### src/rtl/arb3_pkg.sv
package arb3_pkg;

  localparam int unsigned NCLI = 3;
  localparam int unsigned NST  = NCLI + 1;

  typedef enum logic [1:0] {
    ST_FREE  = 2'd0,
    ST_OWN0  = 2'd1,
    ST_OWN1  = 2'd2,
    ST_OWN2  = 2'd3
  } arb_st_e;

  // Winner chosen from the free state: lowest index first.
  function automatic arb_st_e pick_owner(input logic [NCLI-1:0] r);
    arb_st_e s;
    s = ST_FREE;
    for (int k = NCLI - 1; k >= 0; k--) begin
      if (r[k]) s = arb_st_e'(k + 1);
    end
    return s;
  endfunction

  // Index of the owning client for a held state.
  function automatic int unsigned owner_idx(input arb_st_e s);
    return (s == ST_FREE) ? 0 : int'(s) - 1;
  endfunction

  function automatic logic [NCLI-1:0] grant_of(input arb_st_e s);
    logic [NCLI-1:0] g;
    g = '0;
    if (s != ST_FREE) g[owner_idx(s)] = 1'b1;
    return g;
  endfunction

  function automatic logic [NST-1:0] to_onehot(input arb_st_e s);
    logic [NST-1:0] v;
    v = '0;
    v[int'(s)] = 1'b1;
    return v;
  endfunction

  function automatic arb_st_e from_onehot(input logic [NST-1:0] v);
    arb_st_e s;
    s = ST_FREE;
    for (int k = 1; k < NST; k++) begin
      if (v[k]) s = arb_st_e'(k);
    end
    return s;
  endfunction

endpackage

### src/rtl/arb3_next_state.sv
module arb3_next_state
  import arb3_pkg::*;
(
  input  arb_st_e          cur,
  input  logic [NCLI-1:0]  req,
  output arb_st_e          nxt
);

  logic owner_keeps;

  always_comb begin
    owner_keeps = 1'b0;
    if (cur != ST_FREE) owner_keeps = req[owner_idx(cur)];
  end

  always_comb begin
    if (cur == ST_FREE) nxt = pick_owner(req);
    else if (owner_keeps) nxt = cur;
    else nxt = ST_FREE;
  end

endmodule

### src/rtl/arb3_state_reg.sv
module arb3_state_reg
  import arb3_pkg::*;
#(
  parameter bit ONE_HOT = 1'b1
) (
  input  logic    clk,
  input  logic    rst,
  input  arb_st_e d,
  output arb_st_e q
);

  generate
    if (ONE_HOT) begin : g_onehot
      logic [NST-1:0] oh_q;
      always_ff @(posedge clk) begin
        if (rst) oh_q <= to_onehot(ST_FREE);
        else     oh_q <= to_onehot(d);
      end
      assign q = from_onehot(oh_q);
    end else begin : g_binary
      arb_st_e bin_q;
      always_ff @(posedge clk) begin
        if (rst) bin_q <= ST_FREE;
        else     bin_q <= d;
      end
      assign q = bin_q;
    end
  endgenerate

endmodule

### src/rtl/arb3_grant_decode.sv
module arb3_grant_decode
  import arb3_pkg::*;
(
  input  arb_st_e         st,
  output logic [NCLI-1:0] grant
);

  assign grant = grant_of(st);

endmodule

### src/rtl/arb3_hold_arbiter.sv
module arb3_hold_arbiter
  import arb3_pkg::*;
#(
  parameter bit ONE_HOT = 1'b1
) (
  input  logic       clk,
  input  logic       rst,
  input  logic [2:0] req,
  output logic [2:0] grant
);

  arb_st_e st_cur;
  arb_st_e st_nxt;

  // Named events for the checker.
  logic ev_launch;
  logic ev_release;

  arb3_next_state u_next (
    .cur (st_cur),
    .req (req),
    .nxt (st_nxt)
  );

  arb3_state_reg #(.ONE_HOT(ONE_HOT)) u_reg (
    .clk (clk),
    .rst (rst),
    .d   (st_nxt),
    .q   (st_cur)
  );

  arb3_grant_decode u_dec (
    .st    (st_cur),
    .grant (grant)
  );

  assign ev_launch  = (st_cur == ST_FREE) && (st_nxt != ST_FREE);
  assign ev_release = (st_cur != ST_FREE) && (st_nxt == ST_FREE);

endmodule

### config.mk
export PLATFORM = sky130hd
export DESIGN_NAME = arb3_hold_arbiter
export DESIGN_NICKNAME = d
export VERILOG_FILES = /design/src/rtl/arb3_pkg.sv /design/src/rtl/arb3_next_state.sv /design/src/rtl/arb3_state_reg.sv /design/src/rtl/arb3_grant_decode.sv /design/src/rtl/arb3_hold_arbiter.sv
export SDC_FILE = /design/constraint.sdc
export NUM_CORES = 1
export LEC_CHECK = 0
export CAP_MARGIN = 10
export CORE_AREA = 8 8 45 47
export DETAILED_ROUTE_END_ITERATION = 10
export DIE_AREA = 0 0 53 55
export DONT_BUFFER_PORTS = 1
export PLACE_DENSITY = 0.3
export SYNTH_ARGS = -nofsm -noshare
export SYNTH_HDL_FRONTEND = slang
export SYNTH_HIERARCHICAL = 1
export SYNTH_SLANG_ARGS = --single-unit
### constraint.sdc
create_clock -name clk -period 4.8 [get_ports clk]
set_clock_uncertainty 0.2 [all_clocks]
set_input_delay 0.24 -clock clk [delete_from_list [all_inputs] [get_ports clk]]
set_output_delay 0.24 -clock clk [all_outputs]
set_load 0.05 [all_outputs]
==> key figures <==
Status
  – Status: finished, final reports clean

Critical path
  – Critical path class: flip-flop to output pin
  – Setup crit end kind: output pin
  – Worst reg2reg path startpoint: u_reg/g_onehot.oh_q[3]
  – Startpoint types: flip-flop
  – Reg2Reg Depth: 4
  – Crit path max fanout: 7
  – Reg2reg setup slack: slightly above 3 ns
  – Worst-path cell chain: inv_1 -> a21o_1 -> nor2b_1
  – Critical path arrival: around 1.5 ns
  – Largest stage delay, worst path: 0.75 ns
  – Worst path slowest cell: nor2b_1
  – Worst endpoint required time: 4.36 ns
  – R2r endpoint: u_reg/g_onehot.oh_q[2]

CTS
  – CTS Buffer Depth: 2
  – Cts hold-fix bufs: 1
  – Post-CTS Setup Inserts: 0
  – CTS tree: yes
  – CTS Buf Count: 3
  – # clock sinks: 3
  – Clock transition at the registers of the reported paths: 0.04 ns
  – Htree depth: 1
  – Post_cts resized: 0
  – Clk Latency, worst-skew pair: around 0.23 ns
  – CTS root buf: clkbuf_4

Routing
  – Average wire per standard cell: between 10 and 15 µm
  – DR iter-0 viols: 6
  – Via density: between 3 and 4
  – Final wirelength: 406 µm
  – Detailed Routing Iterations Pass 1: 4
  – DR vias: between 150 and 200
  – Remaining DRCs: 0
  – Post-route ant nets: 0

Worst hold path
  – WHS Path Cells: 1
  – Hold crit path type: input pin to flip-flop
  – HP Start: rst
  – Worst Hold Endpoint: u_reg/g_onehot.oh_q[3]

Power and ir drop
  – PD cells: between 400 and 500 nW/µm²
  – LEAKAGE: 0.102 nW
  – Total power draw: between 0.1 and 0.15 mW
  – Maximum VDD drop: just under 0.00005 V

Timing
  – WHS: approximately 0.034 ns
  – Setup TNS: 0 ns
  – RSZ-0062 raised after global routing: false
  – Final Hold Fails: 0
  – Max transition margin: 0.366
  – Slew Limit Fails: 0
  – Actual slew at the worst max-slew pin: approximately 0.95 ns
  – Setup violators final: 0
  – Post-layout min period: slightly below 2 ns
  – Fin crit share: 0.411
  – Fmax: 507 MHz

Cells and area
  – Fin cells: 40
  – Multi-input gate area: between 100 and 150 µm²
  – Fraction of layout cells with a size suffix above 1: 0.333
  – Reg with most FFs: u_reg/g_onehot.oh_q
  – Ant. Diodes: 0
  – Storage cell area: between 60 and 70 µm²
  – Max reg flops: 3
  – Area grow syn2layout: 30.4%
  – Final design area excluding fillers: roughly 240 µm²
  – Fillers: 163
  – Fin nets: 30
  – Top flop regs: u_reg/g_onehot.oh_q: 3 flops
  – Most frequent cells in the layout: clkbuf_4 (3), dfxtp_1 (3), and2b_2 (2), or4b_1 (2), nor3b_1 (2)

Placement
  – Final GP Congestion: between 0.6 and 0.7
  – Post-DP Area: ~210 µm²
  – Placed Cells: 35
  – Port Buffers: 0

Synthesis
  – Yosys warns: 6
  – Synth Register Bits: 3
  – Syn Nets: 24
  – Library cells used by synthesis: 14
  – Sequential area share after synthesis: 0.324
  – Mapped cell area: around 190 µm²
  – Synth top area share: 0.324
  – Leading area contributor after synthesis: dfxtp_1
  – Synth area leaders: dfxtp_1 (32%), or4b_1 (11%), and2b_2 (9.5%)
  – Avg Inst Size Synth: approximately 9.7 µm²
  – Cell count after synthesis: 19

Floorplanning
  – Die Width: ~53 µm
  – Core Region: 1380 µm²
  – Row cnt: 14
  – IO Count: 8
  – Starting density of the core: 0.134
  – Die height: 55 µm
  – Die area: about 2900 µm²

GRT
  – Initial antenna violation count: 0
  – Vias in the first global route: 140
  – GRT Util Overall: 0.0322
  – First-pass GRT wire length: ~590 µm
  – Total gr overflow: 0
  – Pin count of the biggest net entering global routing: 8

Run
  – Max-Cap Viols: 0
final cells by class:
class / instances / share of cell area
clock buffers: 4 / 0.109
inverters: 1 / 0.0155
flip-flops and latches: 3 / 0.249
well taps: 16 / 0.0829
repair buffers: 1 / 0.0415
multi-input cells: 15 / 0.503
where the power goes:
part           internal (mW)  leakage, nW  switching [mW]
Combinational         0.0129       0.0628          0.0259
Sequential            0.0281       0.0246         0.00108
Clock                 0.0311       0.0150          0.0124
logic make-up after synthesis:
logic type | synth area share
AOI/OAI and AO/OA | 0.108
DFF | 0.324
and+or+nand+nor | 0.547
buffers and inverters | 0.0203
routing by layer:
| layer | GRT usage | vias to the layer above | wire [µm] |
|---|---|---|---|
| met5 | 0 | - | 0 |
| met2 | 0.0469 | 8 | 237 |
| li1 | - | 79 | - |
| met1 | 0.0212 | 68 | 120 |
| met3 | 0.0241 | 0 | 48 |
| met4 | 0.0517 | 0 | 0 |
synthesized netlist by cell type (all sizes together):
| master | instances |
|---|---|
| or4b | 2 |
| dfxtp | 3 |
| inv | 1 |
| nor3b | 2 |
| and3b | 1 |
| or2 | 1 |
| and2b | 2 |
| nand3b | 1 |
| a21o | 1 |
| nand3 | 1 |
| nand2b | 1 |
| nor2b | 1 |
| o211ai | 1 |
| and2 | 1 |
how the worst max path moves through the flow:
stage	startpoint	to	slack, ns	depth (start not counted)
6_report	u_reg/g_onehot.oh_q[2]	grant[1]	2.83	3
5_1_grt	u_reg/g_onehot.oh_q[3]	grant[1]	2.75	2
4_1_cts	u_reg/g_onehot.oh_q[2]	grant[1]	2.80	3
3_5_place_dp	u_reg/g_onehot.oh_q[2]	grant[1]	3.06	3
3_3_place_gp	u_reg/g_onehot.oh_q[2]	grant[1]	3.06	3
2_1_floorplan	u_reg/g_onehot.oh_q[2]	grant[1]	3.14	3
through the flow:
stage / utilization / worst slack [ns]
after floorplan: - / 3.14
after global placement: 0.148 / 3.06
after detailed placement: 0.148 / 3.06
after CTS: 0.175 / 2.80
after global routing: 0.175 / 2.75
final: 0.175 / 2.83
critical path, delay by kind of cell (launching register included):
| kind | cells | cell delay (ns) |
|---|---|---|
| buffers and inverters | 1 | 0.04 |
| flip-flops | 1 | 0.31 |
| AND/OR/NAND/NOR | 1 | 0.75 |
| AO/OA/AOI/OAI | 1 | 0.20 |
No activity file was read; power rests on OpenSTA's default activity.
